--- config.mk ---
export PLATFORM = sky130hd
export DESIGN_NAME = fps_plane_sched
export DESIGN_NICKNAME = d
export VERILOG_FILES = /design/src/rtl/fps_pkg.sv /design/src/rtl/fps_plane_timer.sv /design/src/rtl/fps_cmd_queue.sv /design/src/rtl/fps_plane_sched.sv
export SDC_FILE = /design/constraint.sdc
export NUM_CORES = 2
export LEC_CHECK = 0
export ABC_AREA = 0
export BUFFER_PORTS_ARGS = -buffer_cell sky130_fd_sc_hd__buf_2
export CAP_MARGIN = 20
export CORE_ASPECT_RATIO = 1.25
export CORE_MARGIN = 5
export CORE_UTILIZATION = 56
export CTS_CLUSTER_DIAMETER = 80
export CTS_CLUSTER_SIZE = 14
export DETAILED_ROUTE_END_ITERATION = 10
export PLACE_DENSITY = 0.72
export SETUP_SLACK_MARGIN = 0.4
export SYNTH_ARGS = -nofsm -noshare
export SYNTH_HDL_FRONTEND = slang
export SYNTH_HIERARCHICAL = 1
export SYNTH_SLANG_ARGS = --single-unit
--- constraint.sdc ---
create_clock -name clk -period 15.1 [get_ports clk]
set_clock_uncertainty 0.1 [all_clocks]
set_input_delay 3.02 -clock clk [delete_from_list [all_inputs] [get_ports clk]]
set_output_delay 3.02 -clock clk [all_outputs]
set_load 0.1 [all_outputs]
--- src/rtl/fps_pkg.sv ---
package fps_pkg;
    typedef enum logic [1:0] {
        OP_READ  = 2'b00,
        OP_PROG  = 2'b01,
        OP_ERASE = 2'b10,
        OP_RSVD  = 2'b11
    } op_e;

    typedef enum logic [1:0] {
        PL_IDLE = 2'd0,
        PL_BUSY = 2'd1,
        PL_PEND = 2'd2
    } pl_state_e;
endpackage

--- src/rtl/fps_plane_timer.sv ---
module fps_plane_timer #(
    parameter int CNT_W = 12,
    parameter int TAG_W = 4
) (
    input  logic             clk,
    input  logic             rst_n,
    input  logic             start_i,
    input  logic [CNT_W-1:0] preset_i,
    input  logic [TAG_W-1:0] tag_i,
    input  logic             clear_i,
    output logic             occupied_o,
    output logic             pending_o,
    output logic [TAG_W-1:0] tag_o
);
    import fps_pkg::*;

    typedef struct packed {
        pl_state_e        st;
        logic [CNT_W-1:0] cnt;
        logic [TAG_W-1:0] tag;
    } tmr_t;

    tmr_t tmr_d, tmr_q;

    always_comb begin
        tmr_d = tmr_q;
        case (tmr_q.st)
            PL_IDLE: if (start_i) begin
                tmr_d.st  = PL_BUSY;
                tmr_d.cnt = preset_i;
                tmr_d.tag = tag_i;
            end
            PL_BUSY: begin
                if (tmr_q.cnt <= CNT_W'(1)) tmr_d.st = PL_PEND;
                else                        tmr_d.cnt = tmr_q.cnt - 1'b1;
            end
            PL_PEND: if (clear_i) tmr_d.st = PL_IDLE;
            default: tmr_d.st = PL_IDLE;
        endcase
    end

    always_ff @(posedge clk) begin
        if (!rst_n) tmr_q <= '0;
        else        tmr_q <= tmr_d;
    end

    assign occupied_o = (tmr_q.st != PL_IDLE);
    assign pending_o  = (tmr_q.st == PL_PEND);
    assign tag_o      = tmr_q.tag;

    // a plane is only ever started while it holds no operation
    a_r3_start_only_idle: assert property (@(posedge clk) disable iff (!rst_n)
        start_i |-> !occupied_o);

    // busy time counts down by one per cycle
    a_r2_count_down: assert property (@(posedge clk) disable iff (!rst_n)
        (tmr_q.st == PL_BUSY && tmr_q.cnt > CNT_W'(1)) |=>
        (tmr_q.st == PL_BUSY && tmr_q.cnt == CNT_W'($past(tmr_q.cnt) - 1'b1)));
endmodule

--- src/rtl/fps_cmd_queue.sv ---
module fps_cmd_queue #(
    parameter int DEPTH = 4,
    parameter int W     = 10,
    localparam int IDX_W = (DEPTH > 1) ? $clog2(DEPTH) : 1
) (
    input  logic                      clk,
    input  logic                      rst_n,
    input  logic                      push_i,
    input  logic [W-1:0]              push_data_i,
    input  logic                      pop_i,
    input  logic [IDX_W-1:0]          pop_idx_i,
    output logic [DEPTH-1:0][W-1:0]   data_o,
    output logic [DEPTH-1:0]          valid_o,
    output logic                      ready_o
);
    typedef struct packed {
        logic [DEPTH-1:0]        vld;
        logic [DEPTH-1:0][W-1:0] dat;
    } q_t;

    q_t q_d, q_q;

    always_comb begin
        int n;
        q_d = q_q;
        // close the gap left by the removed entry, keeping age order
        for (int k = 0; k < DEPTH; k++) begin
            if (pop_i && k >= int'(pop_idx_i)) begin
                if (k < DEPTH - 1) begin
                    q_d.vld[k] = q_q.vld[k+1];
                    q_d.dat[k] = q_q.dat[k+1];
                end else begin
                    q_d.vld[k] = 1'b0;
                end
            end
        end
        n = $countones(q_d.vld);
        for (int k = 0; k < DEPTH; k++) begin
            if (push_i && k == n) begin
                q_d.vld[k] = 1'b1;
                q_d.dat[k] = push_data_i;
            end
        end
    end

    always_ff @(posedge clk) begin
        if (!rst_n) q_q <= '0;
        else        q_q <= q_d;
    end

    assign data_o  = q_q.dat;
    assign valid_o = q_q.vld;
    assign ready_o = !(&q_q.vld);

    // no push is ever accepted into a full queue
    a_r1_no_overflow: assert property (@(posedge clk) disable iff (!rst_n)
        (&q_q.vld) |-> !(push_i && !pop_i));
endmodule

--- src/rtl/fps_plane_sched.sv ---
module fps_plane_sched #(
    parameter int NUM_GANGS      = 2,
    parameter int PKGS_PER_GANG  = 2,
    parameter int DIES_PER_PKG   = 2,
    parameter int PLANES_PER_DIE = 4,
    parameter int DIE_SEL_W      = 2,
    parameter int PLANE_SEL_W    = 3,
    parameter int TAG_W          = 4,
    parameter int QUEUE_DEPTH    = 4,
    parameter int T_READ         = 50,
    parameter int T_PROG         = 500,
    parameter int T_ERASE        = 3000,
    localparam int GANG_W = (NUM_GANGS > 1) ? $clog2(NUM_GANGS) : 1,
    localparam int PKG_W  = (PKGS_PER_GANG > 1) ? $clog2(PKGS_PER_GANG) : 1
) (
    input  logic                   clk,
    input  logic                   rst_n,
    input  logic                   cmd_valid,
    output logic                   cmd_ready,
    input  logic [1:0]             cmd_op,
    input  logic [GANG_W-1:0]      cmd_gang,
    input  logic [PKG_W-1:0]       cmd_pkg,
    input  logic [DIE_SEL_W-1:0]   cmd_die,
    input  logic [PLANE_SEL_W-1:0] cmd_plane,
    input  logic [TAG_W-1:0]       cmd_tag,
    output logic                   done_valid,
    output logic [TAG_W-1:0]       done_tag,
    output logic                   done_err
);
    import fps_pkg::*;

    localparam int NPKG     = NUM_GANGS * PKGS_PER_GANG;
    localparam int PKG_SPAN = DIES_PER_PKG * PLANES_PER_DIE;
    localparam int GNG_SPAN = PKGS_PER_GANG * PKG_SPAN;
    localparam int NPL      = NPKG * PKG_SPAN;
    localparam int PL_W     = (NPL > 1) ? $clog2(NPL) : 1;
    localparam int T_MAX    = (T_ERASE > T_PROG) ? ((T_ERASE > T_READ) ? T_ERASE : T_READ)
                                                 : ((T_PROG > T_READ) ? T_PROG : T_READ);
    localparam int CNT_W    = $clog2(T_MAX + 1);
    localparam int QW       = 1 + PL_W + 2 + TAG_W;
    localparam int ERR_POS  = QW - 1;
    localparam int FLAT_LSB = TAG_W + 2;
    localparam int IDX_W    = (QUEUE_DEPTH > 1) ? $clog2(QUEUE_DEPTH) : 1;
    localparam int HALF     = PLANES_PER_DIE / 2;

    typedef struct packed {
        logic             err_vld;
        logic [TAG_W-1:0] err_tag;
        logic             done_vld;
        logic             done_err;
        logic [TAG_W-1:0] done_tag;
    } sched_t;

    sched_t s_d, s_q;

    logic [QUEUE_DEPTH-1:0][QW-1:0] q_dat;
    logic [QUEUE_DEPTH-1:0]         q_vld;
    logic                           q_pop;
    logic [IDX_W-1:0]               q_pop_idx;
    logic [QW-1:0]                  push_ent;
    logic [NPL-1:0]                 occ, pend, start, clear;
    logic [TAG_W-1:0]               ptag [NPL];
    logic [CNT_W-1:0]               start_preset;
    logic [TAG_W-1:0]               start_tag;

    // build the queue entry: reject flag, flat plane index, op, tag
    always_comb begin
        logic bad;
        bad = (cmd_op == OP_RSVD) || (int'(cmd_gang) >= NUM_GANGS) ||
              (int'(cmd_pkg) >= PKGS_PER_GANG) || (int'(cmd_die) >= DIES_PER_PKG) ||
              (int'(cmd_plane) >= PLANES_PER_DIE);
        push_ent = {bad,
                    bad ? PL_W'(0) : PL_W'(((int'(cmd_gang) * PKGS_PER_GANG + int'(cmd_pkg))
                                     * DIES_PER_PKG + int'(cmd_die)) * PLANES_PER_DIE
                                     + int'(cmd_plane)),
                    cmd_op, cmd_tag};
    end

    fps_cmd_queue #(.DEPTH(QUEUE_DEPTH), .W(QW)) u_queue (
        .clk(clk), .rst_n(rst_n),
        .push_i(cmd_valid && cmd_ready), .push_data_i(push_ent),
        .pop_i(q_pop), .pop_idx_i(q_pop_idx),
        .data_o(q_dat), .valid_o(q_vld), .ready_o(cmd_ready)
    );

    for (genvar f = 0; f < NPL; f++) begin : g_plane
        fps_plane_timer #(.CNT_W(CNT_W), .TAG_W(TAG_W)) u_tmr (
            .clk(clk), .rst_n(rst_n),
            .start_i(start[f]), .preset_i(start_preset), .tag_i(start_tag),
            .clear_i(clear[f]),
            .occupied_o(occ[f]), .pending_o(pend[f]), .tag_o(ptag[f])
        );
    end

    always_comb begin
        logic [NPL-1:0]  ok_pl;
        logic            found, blocked, picked, e_err;
        logic [PL_W-1:0] e_flat;
        logic [1:0]      e_op;
        s_d          = s_q;
        s_d.done_vld = 1'b0;
        s_d.done_err = 1'b0;
        start        = '0;
        clear        = '0;
        q_pop        = 1'b0;
        q_pop_idx    = '0;
        start_preset = CNT_W'(T_READ);
        start_tag    = '0;
        found        = 1'b0;
        picked       = 1'b0;

        // which planes could legally start now
        for (int f = 0; f < NPL; f++) begin
            ok_pl[f] = !occ[f];
            for (int g = 0; g < NPL; g++) begin
                if (g != f && occ[g]) begin
                    if ((g / PLANES_PER_DIE) == (f / PLANES_PER_DIE) &&
                        (g % PLANES_PER_DIE) != ((f % PLANES_PER_DIE) ^ HALF))
                        ok_pl[f] = 1'b0;
                    if ((g / GNG_SPAN) == (f / GNG_SPAN) && (g / PKG_SPAN) != (f / PKG_SPAN))
                        ok_pl[f] = 1'b0;
                end
            end
        end

        // oldest-first scan, one start per cycle, same-plane order kept
        for (int i = 0; i < QUEUE_DEPTH; i++) begin
            e_err  = q_dat[i][ERR_POS];
            e_flat = q_dat[i][FLAT_LSB +: PL_W];
            e_op   = q_dat[i][TAG_W +: 2];
            blocked = 1'b0;
            for (int j = 0; j < i; j++)
                if (q_vld[j] && !q_dat[j][ERR_POS] && q_dat[j][FLAT_LSB +: PL_W] == e_flat)
                    blocked = 1'b1;
            if (q_vld[i] && !found) begin
                if (e_err ? !s_q.err_vld : (ok_pl[e_flat] && !blocked)) begin
                    found     = 1'b1;
                    q_pop     = 1'b1;
                    q_pop_idx = IDX_W'(i);
                    start_tag = q_dat[i][TAG_W-1:0];
                    case (e_op)
                        OP_PROG:  start_preset = CNT_W'(T_PROG);
                        OP_ERASE: start_preset = CNT_W'(T_ERASE);
                        default:  start_preset = CNT_W'(T_READ);
                    endcase
                    if (e_err) begin
                        s_d.err_vld = 1'b1;
                        s_d.err_tag = q_dat[i][TAG_W-1:0];
                    end else begin
                        start[e_flat] = 1'b1;
                    end
                end
            end
        end

        // completion port: rejection first, then lowest finished plane
        if (s_q.err_vld) begin
            s_d.err_vld  = 1'b0;
            s_d.done_vld = 1'b1;
            s_d.done_err = 1'b1;
            s_d.done_tag = s_q.err_tag;
        end else begin
            for (int f = 0; f < NPL; f++) begin
                if (!picked && pend[f]) begin
                    picked       = 1'b1;
                    clear[f]     = 1'b1;
                    s_d.done_vld = 1'b1;
                    s_d.done_tag = ptag[f];
                end
            end
        end
    end

    always_ff @(posedge clk) begin
        if (!rst_n) s_q <= '0;
        else        s_q <= s_d;
    end

    assign done_valid = s_q.done_vld;
    assign done_tag   = s_q.done_tag;
    assign done_err   = s_q.done_err;

    // inside a die only partner planes may be occupied together
    for (genvar d = 0; d < NPKG * DIES_PER_PKG; d++) begin : g_die_chk
        for (genvar a = 0; a < PLANES_PER_DIE; a++) begin : g_a
            for (genvar b = a + 1; b < PLANES_PER_DIE; b++) begin : g_b
                if (b != (a ^ HALF)) begin : g_bad_pair
                    a_r5_no_bad_pair: assert property (@(posedge clk) disable iff (!rst_n)
                        !(occ[d*PLANES_PER_DIE + a] && occ[d*PLANES_PER_DIE + b]));
                end
            end
        end
    end

    // at most one package of a gang holds work
    logic [NPKG-1:0] pkg_act;
    for (genvar k = 0; k < NPKG; k++) begin : g_pkg_act
        assign pkg_act[k] = |occ[k*PKG_SPAN +: PKG_SPAN];
    end
    for (genvar g = 0; g < NUM_GANGS; g++) begin : g_gang_chk
        a_r7_gang_serial: assert property (@(posedge clk) disable iff (!rst_n)
            $onehot0(pkg_act[g*PKGS_PER_GANG +: PKGS_PER_GANG]));
    end

    // a rejection never starts a plane timer
    a_r9_reject_no_plane: assert property (@(posedge clk) disable iff (!rst_n)
        $rose(s_q.err_vld) |-> $stable(occ) || !$past(|start));
endmodule

==> results.sh <==
export IMPL_clock_root_buffer="sky130_fd_sc_hd__clkbuf_16"
export IMPL_postCtsSetupBuffers=0
export IMPL_criticalPathCategory="reg2reg"
export IMPL_hold_path_startpoint="g_plane[29].u_tmr/tmr_q[15]"
export IMPL_category_of_the_worst_setup_path_launch_point="flip-flop"
export IMPL_synth_top_cells_by_area="sky130_fd_sc_hd__dfxtp_1, sky130_fd_sc_hd__nand3_1, sky130_fd_sc_hd__nand2_1"
export IMPL_critPathMaxStageDelay_ps=830
export IMPL_postLayoutSetupSlackWorst_ps=7350
export IMPL_startpoint="g_plane[5].u_tmr/tmr_q[16]"
export IMPL_worst_skew_pair_late_latency_ps=650
export IMPL_die_x_um=265
export IMPL_post_cts_hold_buffers=0
export IMPL_tritoncts="yes"
export IMPL_rr_startpoint="g_plane[5].u_tmr/tmr_q[16]"
export IMPL_rsz0062_at_grt="no"
export IMPL_start_util_pct=56.6
export IMPL_finalHoldViolations=0
export IMPL_holdCritPathClass="reg2reg"
export IMPL_synthesis_area_per_instance_um2=7.69
export IMPL_place_gp_congestion=0.996
export IMPL_library_cell_occupying_the_most_area_in_the_post_synthesis_netlist="sky130_fd_sc_hd__dfxtp_1"
export IMPL_synth_async_sr_flop_share_pct=0
export IMPL_drive_gt1_share_pct=9.67
export IMPL_cts_max_path_buffers=3
export IMPL_io_pins=23
export IMPL_drcViolationCount=0
export IMPL_critical_path_n_buffers_inverters=2
export IMPL_area_of_the_die_um2=87100
export IMPL_setup_violating_endpoint_count_in_the_final_report=0
export IMPL_vdd_ir_drop_worst_mv=0.0934
export IMPL_drv_slew=0
export IMPL_maxSlewHeadroom_pct=31.6
export IMPL_leakage_power_figure_nw=18.1
export IMPL_io_buffers=22
export IMPL_dpl_instance_area_um2=45100
export IMPL_path_depth=19
export IMPL_critPathCaptureType="flip-flop"
export IMPL_num_vias=43900
export IMPL_netlist_area_um2=45500
export IMPL_die_height_um=329
export IMPL_hold_depth=2
export IMPL_final_min_clock_period_ps=7750
export IMPL_final_net_count=5753
export IMPL_ys_top_cells_by_count="sky130_fd_sc_hd__dfxtp_1, sky130_fd_sc_hd__nand3_1, sky130_fd_sc_hd__nand2_1, sky130_fd_sc_hd__nor2_1, sky130_fd_sc_hd__a21oi_1"
export IMPL_powerDensity_nw_per_um2=95.7
export IMPL_critical_path_cell_sequence="nor2_1 > inv_1 > or3_4 > or4_4 > a311oi_1 > a2111oi_1 > nor4_4 > a21bo_2 > nor4_4 > inv_1 > o21ai_0 > a21boi_2 > mux2_2 > fa_1 > ha_1 > ha_1 > and2b_1 > nand3b_1 > o211a_1"
export IMPL_antenna_violations_before_repair=1
export IMPL_cp_top_family="simple AND/OR/NAND/NOR gates"
export IMPL_dp_slack_ps=7450
export IMPL_core_area_um2=80400
export IMPL_worst_ep_arrival_time_ps=8170
export IMPL_first_global_vias=39900
export IMPL_grt_start_max_net_pins=226
export IMPL_post_cts_resize_count=0
export IMPL_ys_warn_count=6
export IMPL_syn_inst=5914
export IMPL_grt_first_pass_wirelength_mm=212
export IMPL_timing_max_cap_violations=0
export IMPL_most_instantiated_library_cell_after_synthesis="sky130_fd_sc_hd__dfxtp_1"
export IMPL_cts_buf_count=53
export IMPL_worst_pin_slew_ps=1020
export IMPL_fmax_mhz=129
export IMPL_area_growth_synth_to_final_pct=2.49
export IMPL_antennaDiodeCount=0
export IMPL_via_per_inst=6.52
export IMPL_dpl_hpwl_mm=88.1
export IMPL_grt_use_total_pct=28.7
export IMPL_critical_path_max_fanout=24
export IMPL_distinct_cells_synth=110
export IMPL_synth_seq_area_share_pct=28.1
export IMPL_initialDrtViolationCount=4487
export IMPL_yosys_register_bits=639
export IMPL_std_cell_rows=116
export IMPL_postRouteWirelength_mm=132
export IMPL_clock_sinks=639
export IMPL_synth_top_area_share_pct=28.1
export IMPL_critical_path_slowest_cell="sky130_fd_sc_hd__a21boi_2"
export IMPL_first_pass_iters=7
export IMPL_avgRoutedWirePerCell_um=19.7
export IMPL_rr_worst_depth=19
export IMPL_worstPathRequired_ps=15520
export IMPL_gr_total_overflow=0
export IMPL_cts_clk_slew_worst_paths_ps=70
export IMPL_final_antenna_net_count=0
export IMPL_synth_enable_flop_cells=0
export IMPL_dominantRegCellSynth="sky130_fd_sc_hd__dfxtp_1"
export IMPL_post_route_period_util_pct=51.3
export IMPL_run_status="completed"
export IMPL_totalNegativeSetupSlack_ps=0
export IMPL_post_route_cell_area_um2=46600
export IMPL_htree_levels=2
[metal layers]
metal,vias to the layer above,GRT usage (%),wire [µm]
met5,-,0,13
met2,1571,47.5,61000
met1,20900,38.2,57100
met4,2,11.2,5450
met3,362,3.64,8900
li1,21100,-,-
[worst paths after layout]
path	endpoint	slack [ps]
worst max-delay path	u_queue/data_o[23]	7350
worst min-delay path	g_plane[29].u_tmr/tmr_q[15]	350
worst max register to register	u_queue/data_o[23]	7350
worst min register to register	g_plane[29].u_tmr/tmr_q[15]	350
[final cells by class]
| cell class | count | area (µm²) |
|---|---|---|
| Fill cell | 7551 | 33800 |
| Multi-Input combinational cell | 4716 | 29800 |
| Sequential cell | 639 | 12800 |
| Clock buffer | 58 | 1420 |
| Tap cell | 1062 | 1330 |
| Timing Repair Buffer | 96 | 704 |
| Inverter | 153 | 574 |
| Clock inverter | 5 | 43.8 |
[worst reg2reg max path, stage by stage (launching register included)]
cell and delay (ps):
sky130_fd_sc_hd__dfxtp_1 390, sky130_fd_sc_hd__nor2_1 340, sky130_fd_sc_hd__inv_1 300, sky130_fd_sc_hd__or3_4 480
sky130_fd_sc_hd__or4_4 560, sky130_fd_sc_hd__a311oi_1 350, sky130_fd_sc_hd__a2111oi_1 140, sky130_fd_sc_hd__nor4_4 450
sky130_fd_sc_hd__a21bo_2 410, sky130_fd_sc_hd__nor4_4 90, sky130_fd_sc_hd__inv_1 180, sky130_fd_sc_hd__o21ai_0 200
sky130_fd_sc_hd__a21boi_2 830, sky130_fd_sc_hd__mux2_2 440, sky130_fd_sc_hd__fa_1 540, sky130_fd_sc_hd__ha_1 250
sky130_fd_sc_hd__ha_1 170, sky130_fd_sc_hd__and2b_1 280, sky130_fd_sc_hd__nand3b_1 610, sky130_fd_sc_hd__o211a_1 490
[per-stage QoR]
stage / cells / util, % / hold slack [ps] / total power, mW
4_1_cts: 6727 / 58.0 / 354 / 4.45
3_5_place_dp: 6664 / 56.1 / 345 / 3.15
3_3_place_gp: 6664 / 56.1 / 335 / 3.14
6_report: 6729 / 58.0 / 352 / 4.46
2_1_floorplan: 6040 / - / 330 / 2.70
5_1_grt: 6729 / 58.0 / 374 / 4.63
[flip-flops by register name, summed over array words and instances (netlist names)]
| name | flops |
|---|---|
| g_plane.u_tmr/tag_o | 128 |
| s_q | 5 |
| g_plane.u_tmr/tmr_q | 448 |
| done_valid | 1 |
| done_tag | 4 |
| done_err | 1 |
| u_queue/valid_o | 4 |
| u_queue/data_o | 48 |
[cell usage in the layout (no fill, tap or decap), types with 24 or more instances in the layout]
| cell | count |
|---|---|
| sky130_fd_sc_hd__o211a_1 | 57 |
| sky130_fd_sc_hd__or2_2 | 39 |
| sky130_fd_sc_hd__nand2b_1 | 128 |
| sky130_fd_sc_hd__a41o_1 | 28 |
| sky130_fd_sc_hd__a21boi_2 | 26 |
| sky130_fd_sc_hd__conb_1 | 128 |
| sky130_fd_sc_hd__nand4_1 | 60 |
| sky130_fd_sc_hd__o22ai_1 | 55 |
| sky130_fd_sc_hd__clkbuf_16 | 55 |
| sky130_fd_sc_hd__nor4_1 | 55 |
| sky130_fd_sc_hd__o211ai_2 | 24 |
| sky130_fd_sc_hd__nor3_1 | 120 |
| sky130_fd_sc_hd__mux2i_1 | 128 |
| sky130_fd_sc_hd__o211ai_1 | 122 |
| sky130_fd_sc_hd__o2bb2ai_1 | 31 |
| sky130_fd_sc_hd__o21ai_1 | 44 |
| sky130_fd_sc_hd__inv_1 | 151 |
| sky130_fd_sc_hd__buf_4 | 71 |
| sky130_fd_sc_hd__ha_1 | 77 |
| sky130_fd_sc_hd__dfxtp_1 | 638 |
| sky130_fd_sc_hd__and2_1 | 47 |
| sky130_fd_sc_hd__or3_1 | 84 |
| sky130_fd_sc_hd__nor4_4 | 34 |
| sky130_fd_sc_hd__a21boi_0 | 121 |
| sky130_fd_sc_hd__o21a_1 | 71 |
| sky130_fd_sc_hd__a21oi_1 | 325 |
| sky130_fd_sc_hd__o21bai_1 | 31 |
| sky130_fd_sc_hd__nor2b_1 | 127 |
| sky130_fd_sc_hd__nor2_1 | 375 |
| sky130_fd_sc_hd__and3_1 | 125 |
| sky130_fd_sc_hd__nand3b_1 | 24 |
| sky130_fd_sc_hd__nand2_1 | 594 |
| sky130_fd_sc_hd__o31ai_1 | 79 |
| sky130_fd_sc_hd__nand3_1 | 608 |
| sky130_fd_sc_hd__a31o_2 | 27 |
| sky130_fd_sc_hd__a32oi_1 | 41 |
| sky130_fd_sc_hd__nor3_2 | 27 |
| sky130_fd_sc_hd__o21ai_0 | 283 |
| sky130_fd_sc_hd__a31oi_1 | 40 |
[where the power goes]
part / internal [mW] / switching, mW / total (mW) / leakage (nW)
Combinational: 0.391 / 0.959 / 1.35 / 12.3
Sequential: 1.73 / 0.0715 / 1.80 / 5.15
Clock: 0.660 / 0.646 / 1.31 / 0.722
[logic make-up (layout without fill, tap and decap cells)]
logic type / Yosys count / count (layout) / share of synthesized area, %
mux: 136 / 136 / 3.02
compound gates: 1729 / 1729 / 27.5
buf+inv: 685 / 312 / 7.66
other cells: 2 / 128 / 0.0165
xor+xnor: 42 / 42 / 0.850
fa+ha+maj: 78 / 78 / 2.16
simple gates: 2603 / 2603 / 30.7
flops: 639 / 639 / 28.1
(Power assumes the default switching activity.)
